File: config.mk
export PLATFORM = sky130hd
export DESIGN_NAME = irqtmr_top
export DESIGN_NICKNAME = d
export VERILOG_FILES = /design/src/rtl/irqtmr_pkg.sv /design/src/rtl/irqtmr_regs.sv /design/src/rtl/irqtmr_prescaler.sv /design/src/rtl/irqtmr_counter.sv /design/src/rtl/irqtmr_top.sv
export SDC_FILE = /design/constraint.sdc
export NUM_CORES = 1
export LEC_CHECK = 0
export BUFFER_PORTS_ARGS = -buffer_cell sky130_fd_sc_hd__buf_2
export CAP_MARGIN = 20
export CORE_MARGIN = 2
export CORE_UTILIZATION = 33
export CTS_BUF_LIST = sky130_fd_sc_hd__clkbuf_16
export DETAILED_ROUTE_END_ITERATION = 7
export GPL_TIMING_DRIVEN = 0
export PLACE_DENSITY = 0.58
export SYNTH_ARGS = -nofsm -noshare
export SYNTH_HDL_FRONTEND = slang
export SYNTH_HIERARCHICAL = 1
export SYNTH_SLANG_ARGS = --single-unit
File: constraint.sdc
create_clock -name clk -period 3.4 [get_ports clk]
set_input_delay 0.68 -clock clk [delete_from_list [all_inputs] [get_ports clk]]
set_output_delay 0.68 -clock clk [all_outputs]
set_load 0.005 [all_outputs]
File: src/rtl/irqtmr_pkg.sv
package irqtmr_pkg;

    localparam int CNT_W      = 8;
    localparam int PRE_W      = 10;
    localparam int PRE_RELOAD = 341;
    localparam int PRE_STEP   = 3;

    typedef enum logic [1:0] {
        SEL_RLD_LO = 2'd0,
        SEL_RLD_HI = 2'd1,
        SEL_CTRL   = 2'd2,
        SEL_ACK    = 2'd3
    } sel_e;

    typedef struct packed {
        logic cycle_pace;
        logic enable;
        logic en_after_ack;
    } ctrl_t;

    function automatic logic [7:0] merge_nibble(input logic [7:0] cur,
                                                input logic [3:0] nib,
                                                input logic       upper);
        return upper ? {nib, cur[3:0]} : {cur[7:4], nib};
    endfunction

endpackage

File: src/rtl/irqtmr_regs.sv
module irqtmr_regs
    import irqtmr_pkg::*;
#(
    parameter int W = CNT_W
) (
    input  logic         clk,
    input  logic         rst,
    input  logic         wr_en,
    input  logic [1:0]   wr_sel,
    input  logic [7:0]   wr_data,
    output logic [W-1:0] reload_o,
    output ctrl_t        ctrl_o,
    output logic         load_o,
    output logic         clr_irq_o
);
    logic [7:0] rld_q;
    ctrl_t      ctrl_q;
    sel_e       sel;
    logic       unused_hi;

    assign sel       = sel_e'(wr_sel);
    assign unused_hi = ^wr_data[7:4];

    always_ff @(posedge clk) begin
        if (rst) begin
            rld_q  <= '0;
            ctrl_q <= '0;
        end else if (wr_en) begin
            case (sel)
                SEL_RLD_LO: rld_q <= merge_nibble(rld_q, wr_data[3:0], 1'b0);
                SEL_RLD_HI: rld_q <= merge_nibble(rld_q, wr_data[3:0], 1'b1);
                SEL_CTRL:   ctrl_q <= ctrl_t'(wr_data[2:0]);
                SEL_ACK:    ctrl_q.enable <= ctrl_q.en_after_ack;
                default:    ;
            endcase
        end
    end

    assign reload_o  = W'(rld_q);
    assign ctrl_o    = ctrl_q;
    assign load_o    = wr_en && (sel == SEL_CTRL) && wr_data[1];
    assign clr_irq_o = wr_en && (sel == SEL_CTRL || sel == SEL_ACK);

    p_ack_copy_r3: assert property (@(posedge clk) disable iff (rst)
        (wr_en && wr_sel == 2'd3) |=> (ctrl_q.enable == $past(ctrl_q.en_after_ack)));

    p_reload_keep_r1: assert property (@(posedge clk) disable iff (rst)
        !wr_en |=> $stable(rld_q));

endmodule

File: src/rtl/irqtmr_prescaler.sv
module irqtmr_prescaler
    import irqtmr_pkg::*;
#(
    parameter int PW     = PRE_W,
    parameter int RELOAD = PRE_RELOAD,
    parameter int STEP   = PRE_STEP
) (
    input  logic clk,
    input  logic rst,
    input  logic load,
    input  logic active,
    output logic step_o
);
    localparam logic signed [PW-1:0] RLD_S  = PW'(RELOAD);
    localparam logic signed [PW-1:0] STEP_S = PW'(STEP);

    logic signed [PW-1:0] pre_q;
    logic signed [PW-1:0] dec;

    assign dec    = pre_q - STEP_S;
    assign step_o = active && (dec <= 0);

    always_ff @(posedge clk) begin
        if (rst)           pre_q <= '0;
        else if (load)     pre_q <= RLD_S;
        else if (step_o)   pre_q <= dec + RLD_S;
        else if (active)   pre_q <= dec;
    end

    p_pre_bounds_r5: assert property (@(posedge clk) disable iff (rst)
        (pre_q <= RLD_S) && (pre_q >= -STEP_S));

    p_pre_hold_r9: assert property (@(posedge clk) disable iff (rst)
        (!active && !load) |=> $stable(pre_q));

endmodule

File: src/rtl/irqtmr_counter.sv
module irqtmr_counter
    import irqtmr_pkg::*;
#(
    parameter int W = CNT_W
) (
    input  logic         clk,
    input  logic         rst,
    input  logic         load,
    input  logic         adv,
    input  logic [W-1:0] reload,
    output logic         ovf_o
);
    logic [W-1:0] cnt_q;

    assign ovf_o = adv && (&cnt_q);

    always_ff @(posedge clk) begin
        if (rst)        cnt_q <= '0;
        else if (load)  cnt_q <= reload;
        else if (ovf_o) cnt_q <= reload;
        else if (adv)   cnt_q <= cnt_q + 1'b1;
    end

    p_wrap_reload_r6: assert property (@(posedge clk) disable iff (rst)
        (ovf_o && !load) |=> (cnt_q == $past(reload)));

    p_cnt_hold_r9: assert property (@(posedge clk) disable iff (rst)
        (!adv && !load) |=> $stable(cnt_q));

endmodule

File: src/rtl/irqtmr_top.sv
module irqtmr_top
    import irqtmr_pkg::*;
#(
    parameter int W = CNT_W
) (
    input  logic       clk,
    input  logic       rst,
    input  logic       wr_en,
    input  logic [1:0] wr_sel,
    input  logic [7:0] wr_data,
    input  logic       cpu_tick,
    input  logic       run_en,
    output logic       irq
);
    logic [W-1:0] reload;
    ctrl_t        ctrl;
    logic         load, clr_irq, running, pre_step, adv, ovf;
    logic         irq_q;

    irqtmr_regs #(.W(W)) u_regs (
        .clk(clk), .rst(rst), .wr_en(wr_en), .wr_sel(wr_sel), .wr_data(wr_data),
        .reload_o(reload), .ctrl_o(ctrl), .load_o(load), .clr_irq_o(clr_irq)
    );

    assign running = run_en && ctrl.enable && cpu_tick && !load;

    irqtmr_prescaler u_pre (
        .clk(clk), .rst(rst), .load(load),
        .active(running && !ctrl.cycle_pace), .step_o(pre_step)
    );

    assign adv = running && (ctrl.cycle_pace || pre_step);

    irqtmr_counter #(.W(W)) u_cnt (
        .clk(clk), .rst(rst), .load(load), .adv(adv), .reload(reload), .ovf_o(ovf)
    );

    always_ff @(posedge clk) begin
        if (rst)          irq_q <= 1'b0;
        else if (ovf)     irq_q <= 1'b1;
        else if (clr_irq) irq_q <= 1'b0;
    end

    assign irq = irq_q;

    p_irq_held_r6: assert property (@(posedge clk) disable iff (rst)
        (irq_q && !clr_irq) |=> irq_q);

    p_frozen_r7: assert property (@(posedge clk) disable iff (rst)
        (!run_en && !irq_q) |=> !irq_q);

    p_reset_clear_r8: assert property (@(posedge clk)
        $past(rst) |-> !irq_q);

    p_clear_on_write_r2: assert property (@(posedge clk) disable iff (rst)
        (clr_irq && !cpu_tick) |=> !irq_q);

endmodule

# Word level (Yosys, flattened, before mapping)

Index checks and enable logic that the tools add are counted.

Add/sub/neg operators: 3
Order comparisons: 1
Equality and inequality tests: 3
Mux-type cells: 10
Bitwise logic cells: 2
Reductions and logical operators: 26

Operators by type and width:

| operator                 | number |
|---|---|
| $mux W8                  | 3 |
| $mux W10                 | 2 |
| $pmux W8 S2              | 1 |
| $add A10 B10 Y10 const B | 1 |
| $le A10 B1 Y1 const B    | 1 |
| $logic_and A1 B1 Y1      | 10 |
| $sub A10 B3 Y10 const B  | 1 |
| $mux W9                  | 1 |
| $add A8 B1 Y8 const B    | 1 |
| $reduce_and A8 Y1        | 1 |
| $reduce_and A3 Y1        | 2 |
| $reduce_bool A2 Y1       | 3 |
| $reduce_bool A3 Y1       | 2 |
| $eq A2 B2 Y1 const B     | 2 |
| $reduce_and A2 Y1        | 2 |
| $eq A2 B1 Y1 const B     | 1 |
| $logic_not A1 Y1         | 2 |
| $logic_not A2 Y1         | 1 |
| $logic_or A1 B1 Y1       | 2 |
| $mux W1                  | 2 |
| $not A1 Y1               | 2 |
| $pmux W1 S2              | 1 |
| $reduce_or A2 Y1         | 1 |

Bits in registers: 30
Input port bits: 15
Output and inout port bits: 1
Word-level logic and storage cells: 54

# Longest topological paths before layout

Word-level depth: 12
Depth in mapped cells: 15
Depth with buffers taken out: 12

# By module

The synthesis kept the hierarchy.

Modules (own cells, without submodules):

| module           | instances | cells each | area an instance (um2) | sequential area each (um2) |
|---|---|---|---|---|
| irqtmr_prescaler | 1         | 138        | 1117.3                 | 200.2 |
| irqtmr_counter   | 1         | 66         | 554.3                  | 160.2 |
| irqtmr_regs      | 1         | 44         | 493.0                  | 220.2 |
| irqtmr_top       | 1         | 8          | 55.1                   | 20.0 |

# Worst setup path before layout

No wires, ideal clock.

Kind: input to register
Start: input wr_en
End: register u_cnt.cnt_q[1]
Library setup time: 0.103 ns
Arrival: 2.805 ns
Path slack: 0.492 ns
Cell stages on the path: 14
Cells stage by stage: and2_2 > and3b_1 > nand4b_1 > nor2_1 > buf_6 > inv_1 > nor2_1 > nor2_1 > nor2_1 > buf_6 > nand4_4 > o21ai_4 > nor3_1 > a2111oi_2

Word-level cells in the longest chain between the ends: 11
Elaborated cells between the ends (all ways): 12
Those cells by class: 2 x mux; 10 x reduce/logical

RTL lines:

| element                             | RTL line               | RTL |
|---|---|---|
| from (decl)                         | irqtmr_top.sv:8        | `input logic wr_en,` |
| $logic_and A1 B1 Y1 * (2 in series) | irqtmr_regs.sv:41      | `assign load_o = wr_en && (sel == SEL_CTRL) && wr_data[1];` |
| named net load                      | irqtmr_top.sv:17       | `logic load, clr_irq, running, pre_step, adv, ovf;` |
| $logic_not A1 Y1 *                  | irqtmr_top.sv:25       | `assign running = run_en && ctrl.enable && cpu_tick && !load;` |
| $logic_and A1 B1 Y1 *               | irqtmr_top.sv:25       |  |
| $logic_and A1 B1 Y1 *               | irqtmr_top.sv:29       | `.active(running && !ctrl.cycle_pace), .step_o(pre_step)` |
| $logic_and A1 B1 Y1 *               | irqtmr_prescaler.sv:21 | `assign step_o = active && (dec <= 0);` |
| named net pre_step                  | irqtmr_top.sv:17       |  |
| $logic_or A1 B1 Y1 *                | irqtmr_top.sv:32       | `assign adv = running && (ctrl.cycle_pace \|\| pre_step);` |
| $logic_and A1 B1 Y1 *               | irqtmr_top.sv:32       |  |
| named net adv                       | irqtmr_top.sv:17       |  |
| $logic_and A1 B1 Y1                 | irqtmr_counter.sv:15   | `assign ovf_o = adv && (&cnt_q);` |
| $mux W8                             | irqtmr_counter.sv:20   | `else if (ovf_o) cnt_q <= reload;` |
| $mux W8                             | irqtmr_counter.sv:19   | `else if (load) cnt_q <= reload;` |
| to (signal assigned)                | irqtmr_counter.sv:19   |  |
| to (signal assigned)                | irqtmr_counter.sv:20   |  |
| to (signal assigned)                | irqtmr_counter.sv:21   | `else if (adv) cnt_q <= cnt_q + 1'b1;` |
| to (decl)                           | irqtmr_counter.sv:13   | `logic [W-1:0] cnt_q;` |

Mark *: on every way through the listed nets, which the timed path passes. The rest lies on a longest branch.
A chain may end at the register's enable or synchronous reset.

# Final worst setup path

Ends and elaborated chain as after synthesis.

==> impl_results.md <==
* Status: complete, no violations
* Reg clk slew, reported paths at 0.05 ns
* Crit path DAT at 3.24 ns
* Final setup TNS at 0 ns
* Post-Synth Adder-Cell Area at 2.255%
* Starting DRC count in detailed routing at 113
* CTS root buf: clkbuf_16
* H-tree Lvls at 2
* Post-DR wirelength/cell at 15.01 um
* Place WS at -0.06172 ns
* Worst Setup SP: wr_en
* CTS Buffer Depth at 2
* Vias/cell at 5.538
* Least-Margin Pin Slew at 0.6361 ns
* Worst Skew at 0.006732 ns
* Post-CTS Hold Buffers at 0
* RSZ-0062 raised after global routing: false
* Commonest non-fill, non-tap cells in the layout: 30 x dfxtp_1, 17 x nor2_1, 16 x nand2b_1, 16 x nand2_1, 16 x mux2i_1
* Async S/R FF share, synth at 0%
* Placement Rows at 29
* VDD IR max at 0.2340 mV
* Post-Synth Simple-Gate Area at 29.82%
* Antenna violations before repair at 0
* Setup crit end kind: flop
* Final setup margin at 0.3272 ns
* Startpoint Class: input pin
* I/O Buffers at 11
* Drt total wl at 5.299 mm
* Max-slew violations at 0
* Complex-gate fraction of the synthesized area at 23.22%
* Full die area at 7399 um^2
* Ys flop type: dfxtp_1
* Residual overflow from global routing at 0
* Max-Cap Viols at 0
* Post-synth cell types at 67
* Fmax at 325.4 MHz
* Inst Count DP at 344
* Synth Area in XOR/XNOR at 2.368%
* Max FO, Critical Path at 11
* Power per cell area at 393.3 nW/um^2
* Nets at 294
* Final Cell Area at 2521 um^2
* Num Clock Sinks at 30
* Area leader, netlist: dfxtp_1
* Setup Crit Path Kind: input pin to flop
* Synthesized flop and latch total at 30
* Core Region at 6422 um^2
* CTS Buf Count at 5
* Hold crit path type: flop to flop
* Min Tclk post-route at 3.073 ns
* Post-Syn Area at 2220 um^2
* DIE WIDTH at 86.02 um
* Detailed placer's ending HPWL at 3.956 mm
* Vias in the first global route at 1964
* Largest net degree at the start of global routing at 12
* Gr usage total at 15.37%
* Commonest non-fill, non-tap cell in the layout: dfxtp_1
* Post-synth EDFFs at 0
* # IOs at 16
* Sequential area share after synthesis at 27.06%
* CTS tree: done
* Reg2reg start: u_pre/pre_q[2]
* Syn_nets at 275
* DRC viols at 0
* Initial Util at 34.56%
* Hold Vio Cnt, Final at 0
* Top cells by area, synth: dfxtp_1 27%, mux2i_1 7.2%, nand2b_1 4.5%
* Vias at 1955
* Layout fillers at 646
* GP Congestion at 0.8552
* Die height at 86.02 um
* First-pass GRT wire length at 9.170 mm
* Required @ worst endpoint at 3.57 ns
* Ys Warns at 6
* Max-slew headroom at 56.99%
* Post-route insts no fill at 353
* Proportion of synthesized area in mux cells at 7.723%
* HP Start: u_regs/ctrl_o[0]
* Diodes inserted at 0
* Syn Inst Count at 256
* Final period util at 90.38%
* Syn-to-layout area delta at 13.59%
* Number of routed nets with antenna violations at 0
* Clock latency on the worst-skew pair at 0.27 ns
* Synth top area share at 27.06%
* P_leak at 0.0009643 uW
* Drt pass-1 iters at 4
* Placed Area at 2371 um^2
* Share of cells above drive strength 1 at 19.20%
* Final Setup Violations at 0
* Worst R2R Setup Slack at 0.40 ns
* Mean area per synthesized cell at 8.670 um^2
* Main combinational cell family by area after synthesis: simple AND/OR/NAND/NOR gates
## timing repair
| action | in CTS | in global routing |
|---|---|---|
| setup endpoints to repair | 0 | 1 |
| resized for setup | 0 | 1 |
| setup buffers | 0 | 1 |
## cell type report
type                    count  area (um^2)  share of cell area (%)
inverters                  12        45.04                   1.787
plain buffers              16        122.6                   4.864
flip-flops and latches     30        600.6                   23.82
multi-input cells         198         1453                   57.62
well taps                  77        96.34                   3.821
repair buffers             12        62.56                   2.481
clock buffers               5        125.1                   4.963
clock inverters             3        16.27                  0.6452
## cell usage after synthesis (all sizes together) (2+ instances only)
library cell / count
nand2: 16
a21boi: 2
or4b: 2
nand3b: 3
xnor2: 5
inv: 12
a31oi: 8
o31ai: 3
nor2: 18
clkbuf: 3
o211ai: 4
or3: 3
mux2i: 16
a32o: 2
nand4b: 3
nor3b: 2
o311a: 2
o21ai: 11
nor4b: 3
a21o: 3
dfxtp: 30
nand2b: 16
ha: 4
a2111oi: 3
nand3: 9
or4: 2
a21oi: 9
a31o: 2
and3b: 2
a211oi: 3
nand4: 9
a22oi: 3
buf: 12
nor3: 14
## flip-flops by register name (all words and copies together), names as in the netlist
name,flops
u_pre/pre_q,10
u_cnt/cnt_q,8
u_regs/reload_o,8
u_regs/ctrl_o,3
irq,1
## metal layers
layer,up-vias,wire (um),track usage [%]
met2,47,2340,24.88
li1,1002,-,-
met4,0,56,4.040
met3,4,190,2.695
met5,-,0,0
met1,902,2712,21.06
## cells by family after synthesis
logic type | Yosys count
xor gates and xnor gates | 6
muxes | 17
AOI/OAI and AO/OA | 64
adders and majority gates | 4
buffers and inverters | 28
and+or+nand+nor | 107
DFF | 30
## metrics by stage
step	util, %	hold WS, ns	power [uW]
floorplan	-	0.4477	528.8
global placement	36.92	0.4624	571.2
detailed placement	36.92	0.4772	573.2
CTS	39.12	0.4857	998.8
global route	39.26	0.4990	1037
finish	39.26	0.4810	991.7
## power by group
| part | total [uW] | internal [uW] | switching [uW] | leakage (uW) |
|---|---|---|---|---|
| registers | 377 | 364 | 12.8 | 0.000243 |
| clock network | 423 | 267 | 156 | 0.0000672 |
| logic | 192 | 84.9 | 107 | 0.000654 |
| total | 992 | 715 | 276 | 0.000964 |
## final timing paths
check                                         to  depth (start not counted)
worst min-delay path            u_regs/ctrl_o[0]                          2
worst max register to register    u_cnt/cnt_q[0]                         15
worst max-delay path              u_cnt/cnt_q[1]                         15
worst min register to register  u_regs/ctrl_o[0]                          2
## worst max-delay path, stage by stage
cell and delay [ns]:
buf_2 0.13, and2_2 0.21, and3b_2 0.29, nand4b_1 0.23
nor2_1 0.14, buf_6 0.16, inv_1 0.14, nor2_1 0.14
nor2_1 0.04, nor2_1 0.11, buf_6 0.16, nand4_4 0.15
o21ai_4 0.24, nor3_1 0.09, a2111oi_2 0.33
Note: power is estimated with default switching activity, not from simulation.
